==> src/rtl/boc_rx_pkg.sv <==
package boc_rx_pkg;

    localparam int CODE_W     = 6;
    localparam int FLAG_W     = 8;
    localparam int WORD_W     = FLAG_W + CODE_W + 2;
    localparam int SPC_W      = $clog2(WORD_W + 1);
    localparam int REP_MAX    = 7;
    localparam int CNT_W      = $clog2(REP_MAX + 1);
    localparam int QUIET_UNIT = 16;
    localparam int QUIET_MAX  = 4 * QUIET_UNIT;
    localparam int TMR_W      = $clog2(QUIET_MAX + 1);

    typedef logic [CODE_W-1:0] code_t;

    typedef enum logic {
        ST_IDLE = 1'b0,
        ST_HELD = 1'b1
    } link_st_e;

    // one received-bit event seen by the counters
    typedef struct packed {
        logic  fresh;   // a bit was shifted in last cycle
        logic  hit;     // the window now holds a framed code word
        code_t code;    // code field of the window
    } word_ev_t;

    // consecutive words needed before acceptance: 1, 3, 5, 7
    function automatic logic [CNT_W-1:0] reps_needed(input logic [1:0] sel);
        return CNT_W'(2 * int'(sel) + 1);
    endfunction

    // bits without the held code before a loss: 16, 32, 48, 64
    function automatic logic [TMR_W-1:0] quiet_limit(input logic [1:0] sel);
        return TMR_W'((int'(sel) + 1) * QUIET_UNIT);
    endfunction

endpackage

==> src/rtl/boc_rx_shifter.sv <==
module boc_rx_shifter
    import boc_rx_pkg::*;
(
    input  logic     clk,
    input  logic     rst,
    input  logic     en,
    input  logic     stb,
    input  logic     bit_in,
    output word_ev_t ev
);
    logic [WORD_W-1:0] win_q;
    logic              fresh_q;
    logic              framed;

    always_ff @(posedge clk) begin
        if (rst || !en) begin
            win_q   <= '0;
            fresh_q <= 1'b0;
        end else begin
            fresh_q <= stb;
            if (stb) begin
                win_q <= {win_q[WORD_W-2:0], bit_in};
            end
        end
    end

    // oldest bit 0, code, a 0 separator, then the run of ones
    always_comb begin
        framed  = !win_q[WORD_W-1] && !win_q[FLAG_W] && (&win_q[FLAG_W-1:0]);
        ev.fresh = fresh_q;
        ev.hit   = fresh_q && framed;
        ev.code  = win_q[WORD_W-2 -: CODE_W];
    end

endmodule

==> src/rtl/boc_rx_integrator.sv <==
module boc_rx_integrator
    import boc_rx_pkg::*;
(
    input  logic       clk,
    input  logic       rst,
    input  logic       en,
    input  word_ev_t   ev,
    input  logic [1:0] filt_sel,
    input  link_st_e   link_st,
    input  code_t      held_code,
    output logic       det_evt,
    output code_t      det_code
);
    logic [CNT_W-1:0] cnt_q, cnt_nx;
    logic [SPC_W-1:0] spc_q;
    code_t            cand_q;
    logic             aligned;

    always_comb begin
        aligned  = (cnt_q != '0) && (spc_q == SPC_W'(WORD_W - 1)) && (ev.code == cand_q);
        if (aligned) begin
            cnt_nx = (cnt_q == CNT_W'(REP_MAX)) ? cnt_q : cnt_q + CNT_W'(1);
        end else begin
            cnt_nx = CNT_W'(1);
        end
        det_evt  = ev.hit && (cnt_nx >= reps_needed(filt_sel))
                   && ((link_st == ST_IDLE) || (ev.code != held_code));
        det_code = ev.code;
    end

    always_ff @(posedge clk) begin
        if (rst || !en) begin
            cnt_q  <= '0;
            cand_q <= '0;
            spc_q  <= SPC_W'(WORD_W);
        end else if (ev.hit) begin
            cnt_q  <= cnt_nx;
            cand_q <= ev.code;
            spc_q  <= '0;
        end else if (ev.fresh && spc_q != SPC_W'(WORD_W)) begin
            spc_q  <= spc_q + SPC_W'(1);
        end
    end

    AST_HIT_STARTS_RUN: assert property (@(posedge clk) disable iff (rst)
        (en && ev.hit) |=> (cnt_q != '0 || !$past(en))) else $error("run count lost");

endmodule

==> src/rtl/boc_rx_disint.sv <==
module boc_rx_disint
    import boc_rx_pkg::*;
(
    input  logic       clk,
    input  logic       rst,
    input  logic       en,
    input  word_ev_t   ev,
    input  link_st_e   link_st,
    input  code_t      held_code,
    input  logic       det_evt,
    input  logic [1:0] quiet_sel,
    output logic       lost_evt
);
    logic [TMR_W-1:0] tmr_q, tmr_nx;
    logic             keep;

    always_comb begin
        keep     = ev.hit && (ev.code == held_code);
        tmr_nx   = tmr_q + TMR_W'(1);
        lost_evt = (link_st == ST_HELD) && ev.fresh && !keep && !det_evt
                   && (tmr_nx >= quiet_limit(quiet_sel));
    end

    always_ff @(posedge clk) begin
        if (rst || !en || link_st == ST_IDLE || det_evt || keep) begin
            tmr_q <= '0;
        end else if (ev.fresh) begin
            tmr_q <= lost_evt ? '0 : tmr_nx;
        end
    end

    AST_TMR_UNDER_LIMIT: assert property (@(posedge clk) disable iff (rst)
        ($past(ev.fresh) && $stable(quiet_sel) && link_st == ST_HELD)
            |-> (tmr_q < quiet_limit(quiet_sel))) else $error("loss timer past window");

endmodule

==> src/rtl/boc_rx_detect.sv <==
module boc_rx_detect
    import boc_rx_pkg::*;
(
    input  logic              clk,
    input  logic              rst,
    input  logic              esf_en,
    input  logic              dl_bit,
    input  logic              dl_stb,
    input  logic [1:0]        filt_sel,
    input  logic [1:0]        quiet_sel,
    input  logic              det_clr,
    input  logic              lost_clr,
    input  logic              det_ien,
    input  logic              lost_ien,
    output logic [CODE_W-1:0] code_out,
    output logic              det_flag,
    output logic              lost_flag,
    output logic              irq_n
);
    word_ev_t ev;
    link_st_e link_q;
    code_t    held_q;
    code_t    det_code;
    logic     det_evt;
    logic     lost_evt;

    boc_rx_shifter u_shift (
        .clk    (clk),
        .rst    (rst),
        .en     (esf_en),
        .stb    (dl_stb),
        .bit_in (dl_bit),
        .ev     (ev)
    );

    boc_rx_integrator u_integ (
        .clk       (clk),
        .rst       (rst),
        .en        (esf_en),
        .ev        (ev),
        .filt_sel  (filt_sel),
        .link_st   (link_q),
        .held_code (held_q),
        .det_evt   (det_evt),
        .det_code  (det_code)
    );

    boc_rx_disint u_disint (
        .clk       (clk),
        .rst       (rst),
        .en        (esf_en),
        .ev        (ev),
        .link_st   (link_q),
        .held_code (held_q),
        .det_evt   (det_evt),
        .quiet_sel (quiet_sel),
        .lost_evt  (lost_evt)
    );

    always_ff @(posedge clk) begin
        if (rst) begin
            link_q    <= ST_IDLE;
            held_q    <= '0;
            det_flag  <= 1'b0;
            lost_flag <= 1'b0;
        end else begin
            if (!esf_en) begin
                link_q <= ST_IDLE;
            end else if (det_evt) begin
                link_q <= ST_HELD;
                held_q <= det_code;
            end else if (lost_evt) begin
                link_q <= ST_IDLE;
            end
            det_flag  <= det_evt  || (det_flag  && !det_clr);
            lost_flag <= lost_evt || (lost_flag && !lost_clr);
        end
    end

    assign code_out = held_q;
    assign irq_n    = !((det_flag && det_ien) || (lost_flag && lost_ien));

    AST_IDLE_NO_DET: assert property (@(posedge clk) disable iff (rst)
        !esf_en |=> !det_evt) else $error("detect while idle");
    AST_CODE_ON_DET: assert property (@(posedge clk) disable iff (rst)
        !$stable(code_out) |-> $past(det_evt)) else $error("code moved without detect");
    AST_DET_STICKY: assert property (@(posedge clk) disable iff (rst)
        (det_flag && !det_clr) |=> det_flag) else $error("detect flag dropped");
    AST_LOST_FROM_HELD: assert property (@(posedge clk) disable iff (rst)
        $rose(lost_flag) |-> $past(link_q == ST_HELD)) else $error("loss without held code");
    AST_SET_WINS: assert property (@(posedge clk) disable iff (rst)
        det_evt |=> det_flag) else $error("clear beat set");

endmodule

==> config.mk <==
export PLATFORM = sky130hd
export DESIGN_NAME = boc_rx_detect
export DESIGN_NICKNAME = d
export VERILOG_FILES = /design/src/rtl/boc_rx_pkg.sv /design/src/rtl/boc_rx_shifter.sv /design/src/rtl/boc_rx_integrator.sv /design/src/rtl/boc_rx_disint.sv /design/src/rtl/boc_rx_detect.sv
export SDC_FILE = /design/constraint.sdc
export NUM_CORES = 1
export LEC_CHECK = 0
export BUFFER_PORTS_ARGS = -buffer_cell sky130_fd_sc_hd__buf_2
export CAP_MARGIN = 0
export CORE_ASPECT_RATIO = 1.1
export CORE_MARGIN = 8
export CORE_UTILIZATION = 56
export CTS_BUF_LIST = sky130_fd_sc_hd__clkbuf_8
export CTS_CLUSTER_SIZE = 10
export DETAILED_ROUTE_END_ITERATION = 7
export GPL_TIMING_DRIVEN = 0
export PLACE_DENSITY = 0.81
export SETUP_SLACK_MARGIN = 0.02
export SYNTH_ARGS = -nofsm -noshare
export SYNTH_HDL_FRONTEND = slang
export SYNTH_HIERARCHICAL = 1
export SYNTH_SLANG_ARGS = --single-unit
==> constraint.sdc <==
create_clock -name clk -period 2.55 [get_ports clk]
set_clock_uncertainty 0.05 [all_clocks]
set_input_delay 0.1275 -clock clk [delete_from_list [all_inputs] [get_ports clk]]
set_output_delay 0.1275 -clock clk [all_outputs]
set_load 0.01 [all_outputs]
==> metrics.csv <==
metric;value;unit
crit_slowest_cell;dfxtp_2;
synthFlopType;dfxtp_1;
clock-sinks;47;
antenna_found_initial;0;
routedWlPerCell;15.2;um
finalSetupViolations;14;
antenna_cells;0;
netlist_instances;285;
rsz0062_at_grt;yes;
crit_type;flip-flop to flip-flop;
hold_path_class;input port to flip-flop;
synthMuxAreaShare;8.69;%
synth_nets;311;
slew_violations;0;
dieArea;7190;sq um
cts_buffer_depth;2;
nets;354;
cp.arrival;2.81;ns
hold_depth;3;
tightest_slew;0.498;ns
num_vias;2175;
areaGrowthSynthToFinish;21.5;%
synth_top_family_by_area;simple AND/OR/NAND/NOR gates;
track_usage;17.1;%
start_util;57.8;%
power_density;388;nW/um^2
end_kind;flip-flop;
synth.area.top_cells;dfxtp_1 (36%), mux2i_1 (8.7%), ha_1 (6.1%);
synth_top_cell_area_share;35.5;%
synth_edf_count;0;
coreArea;4590;sq um
htreeDepth;2;
seq_area_frac_synth;35.5;%
crit_chain;ha_4, and3_4, ha_4, o2111ai_4, a211oi_2, ha_1, o21ai_1, nand2b_1, o211ai_1, a21oi_2, nand2b_4, nor3b_4, o41ai_4, a31oi_1;
cts_tree;yes;
yosys_warnings;6;
cp-start-kind;flip-flop;
violations;setup timing;
timing.final.ws_setup;-0.0840;ns
yosysMostFrequentCell;dfxtp_1;
synth_compound_area_share;13.5;%
die_w;81.6;um
syn_area;2650;sq um
fin_crit;2.63;ns
n_fill_cell;355;
post_route_cells_drive_above_1_share;31.6;%
clkTransAtPathRegs;0.09;ns
relSlewSlack;66.7;%
worst-path-max-fanout;7;
io_pins;22;
ys_types;52;
synthAdderAreaFrac;6.14;%
layout_worst_path_cycle_share;103;%
fin_hold_ws;0.0138;ns
dr.first_iter.drc_count;167;
synth_top_area_cell;dfxtp_1;
cp_slowest_stage_delay;0.37;ns
drv_cap;0;
drc;0;
clock_latency;0.30;ns
reg2regPathDepth;14;
synthArstFlopShare;0;%
yosys_register_bits;47;
hpwl;3.90;mm
synth.top_cells.by_count;dfxtp_1 (47), nor2_1 (29), mux2i_1 (23);
crit_top_cell;ha_4;
routed_wl;5.84;mm
grt_start_max_net_pins;16;
synth_xor_area_share;8.26;%
syn_area_per_cell;9.30;sq um
irDropWorstVdd;0.000438;V
first_pass_iters;4;
cp_data_required_time;2.73;ns
grt_pass1_vias;2185;
numPortBuffers;20;
status;finished, violations left;
fmax;380;MHz
numCtsBuffers;5;
root_buffer;clkbuf_8;
fp.dieH;88.2;um
avgViaCountPerCell;5.65;
ant_nets;0;
p_total;1250;uW
leakagePower;0.00126;uW
hold_violations;0;
synth-simple-area-share;18.9;%
gr-total-overflow;0;
grt_pass1_wl;9.75;mm
num_rows;26;
gp_congestion;0.832;
[routing by layer]
layer | track usage, % | routed length, um | up-vias
met5 | 0 | 0 | -
met4 | 6.87 | 85 | 0
met3 | 2.98 | 185 | 7
met2 | 30.3 | 3020 | 34
met1 | 19.4 | 2560 | 1065
li1 | - | - | 1069
[path summary, 6_finish.rpt]
kind / from / endpoint / slack (ns)
max: u_integ/spc_q[1] / u_disint/tmr_q[4] / -0.08
min: dl_bit / u_shift/win_q[0] / 0.01
max reg2reg: u_integ/spc_q[1] / u_disint/tmr_q[4] / -0.08
min reg2reg: u_disint/tmr_q[6] / u_disint/tmr_q[6] / 0.44
[worst max-delay path, delay by kind of cell (launching register included)]
family | cells | cell delay, ns
AO/OA/AOI/OAI | 7 | 0.97
adder cells (fa/ha/maj) | 3 | 0.54
flip-flops | 1 | 0.37
AND/OR/NAND/NOR | 4 | 0.65
[power by group]
part           leakage, uW  internal (uW)  switching (uW)  total [uW]
clock            0.0000445            192             255         447
combinational     0.000836           30.1            40.8        70.9
sequential        0.000382            732           0.816         733
total              0.00126            954             297        1250
[final cells by class]
type                    count  area, sq um  area share [%]
multi-input cells         200         1640            51.0
flip-flops and latches     47          952            29.6
repair buffers             36          221            6.88
plain buffers              23          186            5.79
well taps                  56         70.1            2.18
clock buffers               5         68.8            2.14
inverters                  15         58.8            1.83
clock inverters             3         18.8           0.583
[sequential cells by signal, indices dropped and copies added (netlist names)]
register,count
lost_flag,1
u_integ/spc_q,5
u_integ/cnt_q,3
link_q,1
u_shift/fresh_q,1
code_out,6
u_shift/win_q,16
det_flag,1
u_disint/tmr_q,7
u_integ/cand_q,6
[layout by cell type (no fill, tap or decap), types with 3 or more instances in the layout]
master	instances
buf_2	25
a21oi_2	7
dfxtp_2	3
a21bo_1	4
nand3_1	11
buf_4	27
dfxtp_1	42
ha_4	4
clkbuf_8	5
nor2_1	28
mux2i_1	23
ha_1	9
a21oi_1	8
xor2_1	7
nand2_1	8
nand4_1	7
inv_1	13
xnor2_1	16
nor3_1	8
nand2b_1	8
buf_6	5
[logic make-up after synthesis]
family / count (synthesis)
compound gates: 45
xor+xnor: 25
fa+ha+maj: 13
buf+inv: 38
flops: 47
mux: 23
simple gates: 94
[metrics by stage]
step	area, sq um	worst slack (ns)	setup TNS, ns	util, %	cells
floorplan	2750	0.0225	0	-	285
global placement	2920	-0.171	-1.13	63.6	361
detailed placement	2920	-0.212	-1.80	63.6	361
CTS	3160	-0.0751	-0.325	68.9	380
global route	3220	-0.251	-3.02	70.2	385
finish	3220	-0.0840	-0.495	70.2	385
[what timing repair did]
item	4_1_cts	5_1_grt
gates resized for setup	10	7
hold buffers	0	0
buffers inserted	11	6
hold endpoints to repair	0	0
pin swaps	14	4
endpoints found under the setup margin	16	16
(Power assumes the default switching activity.)
